### src/rtl/vcmp_pkg.sv
package vcmp_pkg;

  typedef enum logic [2:0] {
    CC_EQ   = 3'd0,
    CC_SGE  = 3'd1,
    CC_SGT  = 3'd2,
    CC_UGT  = 3'd3,
    CC_UGE  = 3'd4,
    CC_SLE  = 3'd5,
    CC_SLT  = 3'd6,
    CC_RSVD = 3'd7
  } cc_e;

  localparam int unsigned NUM_SIZES = 4;
  localparam int unsigned MAX_SIZE  = NUM_SIZES - 1;

  function automatic logic cc_supported(input logic [2:0] code);
    return code != CC_RSVD;
  endfunction

endpackage

### src/rtl/vcmp_lane.sv
module vcmp_lane
  import vcmp_pkg::*;
#(
  parameter int unsigned W = 8
) (
  input  logic [W-1:0] a,
  input  logic [W-1:0] b,
  input  cc_e          cc,
  output logic         hit
);

  logic signed [W-1:0] sa;
  logic signed [W-1:0] sb;

  assign sa = $signed(a);
  assign sb = $signed(b);

  always_comb begin
    unique case (cc)
      CC_EQ:   hit = (a == b);
      CC_SGE:  hit = (sa >= sb);
      CC_SGT:  hit = (sa > sb);
      CC_UGT:  hit = (a > b);
      CC_UGE:  hit = (a >= b);
      CC_SLE:  hit = (sa <= sb);
      CC_SLT:  hit = (sa < sb);
      default: hit = 1'b0;
    endcase
  end

endmodule

### src/rtl/vcmp_bank.sv
module vcmp_bank
  import vcmp_pkg::*;
#(
  parameter int unsigned DATA_W = 128,
  parameter int unsigned SIZE   = 0
) (
  input  logic [DATA_W-1:0] a,
  input  logic [DATA_W-1:0] b,
  input  cc_e               cc,
  output logic [DATA_W-1:0] mask
);

  localparam int unsigned ELEM_W = 8 << SIZE;
  localparam int unsigned LANES  = DATA_W / ELEM_W;

  for (genvar k = 0; k < LANES; k++) begin : g_lane
    logic hit;
    vcmp_lane #(.W(ELEM_W)) u_lane (
      .a   (a[k*ELEM_W +: ELEM_W]),
      .b   (b[k*ELEM_W +: ELEM_W]),
      .cc  (cc),
      .hit (hit)
    );
    assign mask[k*ELEM_W +: ELEM_W] = {ELEM_W{hit}};
  end

endmodule

### src/rtl/vec_lane_cmp.sv
module vec_lane_cmp
  import vcmp_pkg::*;
#(
  parameter int unsigned DATA_W = 128
) (
  input  logic              clk,
  input  logic              rst_n,
  input  logic              in_valid,
  output logic              in_ready,
  input  logic [DATA_W-1:0] in_a,
  input  logic [DATA_W-1:0] in_b,
  input  logic [1:0]        in_size,
  input  logic [2:0]        in_cond,
  input  logic              in_zero_b,
  input  logic              in_wide,
  output logic              out_valid,
  input  logic              out_ready,
  output logic [DATA_W-1:0] out_data,
  output logic              err_illegal
);

  localparam int unsigned HALF_W = DATA_W / 2;

  logic [DATA_W-1:0] opnd_b;
  logic [DATA_W-1:0] bank_mask [NUM_SIZES];
  logic [DATA_W-1:0] keep_mask;
  logic [DATA_W-1:0] next_data;
  logic              legal;
  logic              take;
  cc_e               cc;

  assign cc     = cc_e'(in_cond);
  assign opnd_b = in_zero_b ? '0 : in_b;

  for (genvar s = 0; s < NUM_SIZES; s++) begin : g_size
    vcmp_bank #(.DATA_W(DATA_W), .SIZE(s)) u_bank (
      .a    (in_a),
      .b    (opnd_b),
      .cc   (cc),
      .mask (bank_mask[s])
    );
  end

  assign keep_mask = in_wide ? {DATA_W{1'b1}} : {{HALF_W{1'b0}}, {HALF_W{1'b1}}};
  assign next_data = bank_mask[in_size] & keep_mask;

  assign legal    = cc_supported(in_cond) && !((in_size == 2'(MAX_SIZE)) && !in_wide);
  assign in_ready = !out_valid || out_ready;
  assign take     = in_valid && in_ready;

  always_ff @(posedge clk) begin
    if (!rst_n) begin
      out_valid   <= 1'b0;
      out_data    <= '0;
      err_illegal <= 1'b0;
    end else begin
      err_illegal <= take && !legal;
      if (take) begin
        out_valid <= legal;
        if (legal) out_data <= next_data;
      end else if (out_ready) begin
        out_valid <= 1'b0;
      end
    end
  end

endmodule

### config.mk
export PLATFORM = sky130hd
export DESIGN_NAME = vec_lane_cmp
export DESIGN_NICKNAME = d
export VERILOG_FILES = /design/src/rtl/vcmp_pkg.sv /design/src/rtl/vcmp_lane.sv /design/src/rtl/vcmp_bank.sv /design/src/rtl/vec_lane_cmp.sv
export SDC_FILE = /design/constraint.sdc
export NUM_CORES = 1
export LEC_CHECK = 0
export ABC_CLOCK_PERIOD_IN_PS = 4300
export BUFFER_PORTS_ARGS = -buffer_cell sky130_fd_sc_hd__buf_2
export CAP_MARGIN = 30
export CORE_AREA = 5 5 151 153
export DETAILED_ROUTE_END_ITERATION = 8
export DIE_AREA = 0 0 156 158
export PLACE_DENSITY = 0.83
export SLEW_MARGIN = 25
export SYNTH_ARGS = -nofsm -noshare
export SYNTH_HDL_FRONTEND = slang
export SYNTH_SLANG_ARGS = --single-unit
### constraint.sdc
create_clock -name clk -period 4.3 [get_ports clk]
set_input_delay 0 -clock clk [delete_from_list [all_inputs] [get_ports clk]]
set_output_delay 0 -clock clk [all_outputs]
set_load 0.03 [all_outputs]
Word level (Yosys, flattened, before mapping)
Cells that the tools add are included.
{"block": "totals", "reg_bits": 130, "inputBits": 267, "output_inout_bits": 131, "elab_cells": 273}
{"block": "op_classes", "n_lt_le_gt_ge": 181, "eq_ne": 38, "muxes": 37, "n_bitwise": 2, "reduce_logical": 12}
{"cell": "$mux 128", "count": 4}
{"cell": "$bmux 128 s2", "count": 1}
{"cell": "$ge 16x16->1", "count": 16}
{"cell": "$ge 32x32->1", "count": 8}
{"cell": "$ge 64x64->1", "count": 4}
{"cell": "$ge 8x8->1", "count": 32}
{"cell": "$gt 16x16->1", "count": 16}
{"cell": "$gt 32x32->1", "count": 8}
{"cell": "$gt 64x64->1", "count": 4}
{"cell": "$gt 8x8->1", "count": 32}
{"cell": "$pmux 1 s7", "count": 30}
{"cell": "$and 128x128->128", "count": 1}
{"cell": "$eq 16x16->1", "count": 8}
{"cell": "$eq 32x32->1", "count": 4}
{"cell": "$eq 64x64->1", "count": 2}
{"cell": "$eq 8x8->1", "count": 16}
{"cell": "$le 16x16->1", "count": 8}
{"cell": "$le 32x32->1", "count": 4}
{"cell": "$le 64x64->1", "count": 2}
{"cell": "$le 8x8->1", "count": 16}
{"cell": "$lt 16x16->1", "count": 8}
{"cell": "$lt 32x32->1", "count": 4}
{"cell": "$lt 64x64->1", "count": 2}
{"cell": "$lt 8x8->1", "count": 16}
{"cell": "other kinds (14)", "count": 24}

Longest topological paths before layout
{"block": "logic_depth", "word_depth": 7, "ltp_mapped": 16, "ltp_nobuf": 13}

Cells and area by module
From an unflattened synthesis, not the netlist that was laid out.
{"block": "hier_totals", "hier_cells": 3714, "area_unflattened_um2": 30355.4}
{"module": "vec_lane_cmp", "n_inst": 1, "cells_each": 996, "area_per_inst_um2": 9990.8, "seq_area_each_um2": 2602.5}
{"module": "vcmp_lane (g_size[0].u_bank.g_lane[0].u_lane ...)", "n_inst": 16, "cells_each": 40, "area_per_inst_um2": 307.8, "seq_area_each_um2": 0.0}
{"module": "vcmp_lane (g_size[1].u_bank.g_lane[0].u_lane ...)", "n_inst": 8, "cells_each": 71, "area_per_inst_um2": 554.3, "seq_area_each_um2": 0.0}
{"module": "vcmp_bank", "n_inst": 4, "cells_each": 128, "area_per_inst_um2": 960.9, "seq_area_each_um2": 0.0}
{"module": "vcmp_lane (g_size[2].u_bank.g_lane[0].u_lane ...)", "n_inst": 4, "cells_each": 127, "area_per_inst_um2": 913.4, "seq_area_each_um2": 0.0}
{"module": "vcmp_lane (g_size[3].u_bank.g_lane[0].u_lane ...)", "n_inst": 2, "cells_each": 245, "area_per_inst_um2": 1754.2, "seq_area_each_um2": 0.0}

Worst setup path before layout
OpenSTA, ideal clock, no wires.
{"block": "synth_path", "path_kind": "in2reg", "from": "input in_zero_b", "to": "register out_data[15]", "setup_time_ps": 119, "arrival_time_ps": 3167, "required_time_ps": 4181, "path_slack_ps": 1014, "path_stages": 14, "path_buffers": 2, "path_cell_list": "clkbuf_1 -> clkbuf_1 -> nand2b_1 -> inv_1 -> ha_1 -> nand4_1 -> nor4_1 -> and3_1 -> nand2_1 -> a22o_1 -> a211o_1 -> o31a_1 -> a31o_1 -> o221a_1"}
{"block": "synth_between", "elab_chain_len": 7, "word_cells_on_any_way": 37, "cone_classes": "order compare (24); eq/ne (4); mux (8); bitwise (1)"}
{"item": "start, declared", "line_no": "vec_lane_cmp.sv:14", "rtl": "input logic in_zero_b,"}
{"item": "$mux 128 (*)", "line_no": "vec_lane_cmp.sv:33", "rtl": "assign opnd_b = in_zero_b ? '0 : in_b;"}
{"item": "$lt 64x64->1 (tied with other cells)", "line_no": "vcmp_lane.sv:26", "rtl": "CC_SLT: hit = (sa < sb);"}
{"item": "$pmux 1 s7", "line_no": "vcmp_lane.sv:19", "rtl": "unique case (cc)"}
{"item": "$bmux 128 s2 (*)", "line_no": "vec_lane_cmp.sv:45", "rtl": "assign next_data = bank_mask[in_size] & keep_mask;"}
{"item": "$mux 128 (implied by the code) (*) (2 in series)", "line_no": "vec_lane_cmp.sv:45"}
{"item": "$and 128x128->128 (*)", "line_no": "vec_lane_cmp.sv:45"}
{"item": "end signal, assigned", "line_no": "vec_lane_cmp.sv:60", "rtl": "if (legal) out_data <= next_data;"}
{"item": "end, declared", "line_no": "vec_lane_cmp.sv:18", "rtl": "output logic [DATA_W-1:0] out_data,"}
Every way passes the cells marked *; elsewhere a longest branch is shown, timed or not. The select of a mux whose other input is x is not followed.
A chain may end at the register's enable or synchronous reset.

Final worst setup path
{"block": "layout_path", "from": "input in_zero_b", "to": "register out_data[119]"}
Same word-level chain as after synthesis.

==> impl_metrics.py <==
metrics = {
    "setup_path": {
        "crit_end": "out_data[119]$_SDFFE_PN0P_",
        "critPathTopFamily": "compound AO/OA/AOI/OAI gates",
        "critical_path.max_stage_delay_ns": 0.62,
        "rr_startpoint": "out_valid$_SDFFE_PN0P_",
        "crit_path_start": "in_zero_b",
        "reg2reg_to": "out_data[23]$_SDFFE_PN0P_",
        "r2r_cells": 7,
        "cp_max_fo": 74,
        "r2r_setup_slack_ns": 2.26,
        "crit_path_end_kind": "flop",
        "crit_type": "in2reg",
        "slowest_stage": "o21ai_0",
        "worst-path-buf-inv": 1,
        "crit_arrival_ns": 3.93,
        "cp-start-kind": "input port",
        "cp_num_cells": 13,
        "crit_chain": "buf_4, nand2b_1, ha_1, nand2_1, o21ai_0, o21ba_2, o21ai_0, a21o_1, o21ai_1, a2111oi_0, a41oi_1, a211oi_1, a211oi_1",
        "required_ns": 4.40,
    },
    "routing": {
        "initialDrtViolationCount": 706,
        "drt_pre_antenna_iters": 6,
        "vias_per_cell": 5.67,
        "via_count": 10100,
        "wl_um": 30700,
        "ant_nets": 0,
        "drc": 0,
        "wl_per_cell_um": 17.2,
    },
    "run": {
        "cap_violations": 0,
    },
    "floorplan": {
        "io_pins": 398,
        "coreArea_um2": 21400,
        "die_area_um2": 24600,
        "dieWidth_um": 156,
        "num_rows": 54,
        "initial_core_util": 0.398,
        "die_h_um": 158,
    },
    "finish": {
        "final_core_util": 0.465,
        "fin_nets": 1912,
        "synthToLayoutAreaGrowth_pct": 17.0,
        "drive_gt1_frac": 0.300,
    },
    "synthesis": {
        "synth_edf_count": 0,
        "yosys_most_used_dff": "dfxtp_1",
        "avgSynthCellArea_um2": 6.73,
        "synth_warnings": 0,
        "synthArstFlopShare": 0,
        "synthesis.area_um2": 8520,
        "synth-seq-cells": 18,
        "syn-instance-count": 1265,
        "synth_nets": 1674,
        "netlist-cell-type-count": 70,
        "yosysSeqAreaShare": 0.0423,
    },
    "clocking": {
        "cts_buffers": 3,
        "post-cts-setup-buffer-count": 0,
        "cts_tree": "built",
        "clk_latency_ns": 0.25,
        "clkSinkCount": 18,
        "clkTransAtPathRegs_ns": 0.05,
        "clock_path_buffers": 2,
        "ctsHoldBuffers": 0,
        "cts_resized": 0,
        "h-tree-depth": 1,
        "cts-root-buf": "clkbuf_16",
    },
    "timing": {
        "fmax_ghz": 0.262,
        "slew_viol_final": 0,
        "setup_tns_ns": 0,
        "worstMarginPinSlew_ns": 0.839,
        "maxSlewHeadroom": 0.439,
        "setup_violations": 0,
        "post-route-min-period_ns": 3.82,
        "setup_ws_ns": 0.476,
        "skew_ns": 0.00195,
        "period_share": 0.889,
        "finalHoldViolations": 0,
        "rsz0062_at_grt": "false",
    },
    "pwr": {
        "irDropWorstVdd_mv": 0.0803,
        "seq_power_share": 0.126,
        "combPwrFrac": 0.760,
        "p_leak_nw": 4.99,
        "p_clk_frac": 0.114,
        "switchingPower_mw": 0.856,
        "switching_share": 0.525,
        "power.density_nw_per_um2": 164,
        "internal_power_mw": 0.773,
    },
    "placed_design": {
        "place_ws_ns": 0.0610,
        "portBuffers": 397,
        "place_hpwl_um": 25500,
        "place_congestion": 0.928,
    },
    "global_routing": {
        "grt_max_degree": 74,
        "busiest_layer": "met2",
        "use_met2": 0.408,
        "antenna_found_initial": 0,
        "use_met1": 0.286,
        "grt_pass1_vias": 9478,
        "overflow": 0,
        "grt_usage": 0.230,
        "use_met3": 0.0421,
        "grt_pass1_wl_um": 46900,
    },
    "min_path": {
        "hold_path_class": "in2reg",
    },
    "status": {
        "status": "complete, no violations",
    },
}
## kinds of logic after synthesis
kind of cell               after synthesis  synth area share
adders and majority gates              149             0.217
muxes                                   18            0.0225
AOI/OAI and AO/OA                      395             0.288
and+or+nand+nor                        447             0.274
buffers and inverters                  236             0.155
xor gates and xnor gates                 2           0.00206
DFF                                     18            0.0423
## metal layers
metal | part of all wire | wire length [µm] | up-vias
met5 | 0 | 0 | -
met4 | 0.022 | 674 | 0
met3 | 0.10 | 3210 | 65
met2 | 0.48 | 14700 | 533
met1 | 0.39 | 12000 | 4558
li1 | - | - | 4944
## power groups by stage
| stage | registers, mW | clock network (mW) | logic, mW |
|---|---|---|---|
| after floorplan | 0.227 | 0 | 0.900 |
| after global placement | 0.209 | 0 | 1.20 |
| after detailed placement | 0.211 | 0 | 1.22 |
| after CTS | 0.207 | 0.190 | 1.23 |
| after global routing | 0.210 | 0.196 | 1.36 |
| final | 0.205 | 0.186 | 1.24 |
## final cells by class
type	count	area, µm²
antenna	1	2.50
timing repair buffer	417	2140
clock buffer	3	75.1
fill	2154	11500
multi-input combinational	1011	6840
tap	280	350
sequential	18	360
inverter	52	195
## metrics by stage
stage               std cells  hold WS (ns)  power, mW  area, µm²
floorplan                1265         0.162       1.13       8520
global placement         1778         0.329       1.41       9880
detailed placement       1778         0.335       1.43       9880
CTS                      1781        0.0750       1.63       9960
global route             1781        0.0861       1.77       9960
finish                   1782        0.0697       1.63       9960
## flip-flops by register name, indices dropped and copies added, names as in the netlist
| register | flops |
|---|---|
| err_illegal | 1 |
| out_data | 16 |
| out_valid | 1 |
## worst reg2reg max path, stage by stage, from the launching register on
cell	delay, ns
dfxtp_1	0.30
nand2b_1	0.14
nand2_1	0.11
or2_2	0.35
a211o_1	0.24
o31a_1	0.31
a31o_1	0.24
o221a_1	0.24
## how the worst min path moves through the flow
stage,slack [ns],cells past startpoint,end,from
finish,0.07,3,err_illegal$_SDFF_PN0_,in_valid
floorplan,0.16,2,err_illegal$_SDFF_PN0_,in_valid
CTS,0.07,3,err_illegal$_SDFF_PN0_,in_valid
global placement,0.33,3,err_illegal$_SDFF_PN0_,in_valid
global route,0.09,3,err_illegal$_SDFF_PN0_,in_valid
detailed placement,0.34,3,err_illegal$_SDFF_PN0_,in_valid
## cell usage in the layout (no fill, tap or decap), types with 4 or more instances in the layout
cell type / synthesis / layout
o21ai_1: 4 / 4
a211o_1: 7 / 7
a311oi_1: 4 / 4
inv_1: 51 / 51
a211oi_1: 20 / 20
buf_4: 113 / 21
ha_1: 142 / 142
o211ai_1: 8 / 8
o22ai_1: 9 / 9
maj3_1: 7 / 7
nand2b_1: 129 / 129
nor4_1: 7 / 7
a2111oi_0: 4 / 4
mux2_2: 9 / 9
a221o_1: 4 / 4
nor2b_1: 13 / 13
a21oi_1: 157 / 157
nand2_1: 108 / 108
nor2_1: 75 / 74
or2_2: 11 / 11
nor3_1: 17 / 17
o221a_1: 8 / 8
o21a_1: 5 / 5
a221oi_1: 5 / 5
a31oi_1: 18 / 18
a21o_1: 8 / 8
mux2i_1: 9 / 9
o31ai_1: 14 / 14
and3_1: 12 / 12
buf_2: 6 / 396
nand3_1: 25 / 25
nand4_1: 28 / 28
o21ai_0: 79 / 79
o21bai_1: 7 / 7
or3_1: 7 / 7
dfxtp_1: 18 / 18
## cell usage after synthesis, types with 17 or more instances
cell      instances  area [µm²]
nor2_1           75         282
inv_1            51         191
ha_1            142        1780
nand4_1          28         175
clkbuf_1         53         199
a21oi_1         157         786
nand2b_1        129         807
o21ai_0          79         395
a211oi_1         20         150
nand2_1         108         405
nor3_1           17        85.1
nand3_1          25         125
dfxtp_1          18         360
buf_4           113         848
a31oi_1          18         113
Power figures use the tool's default switching activity.
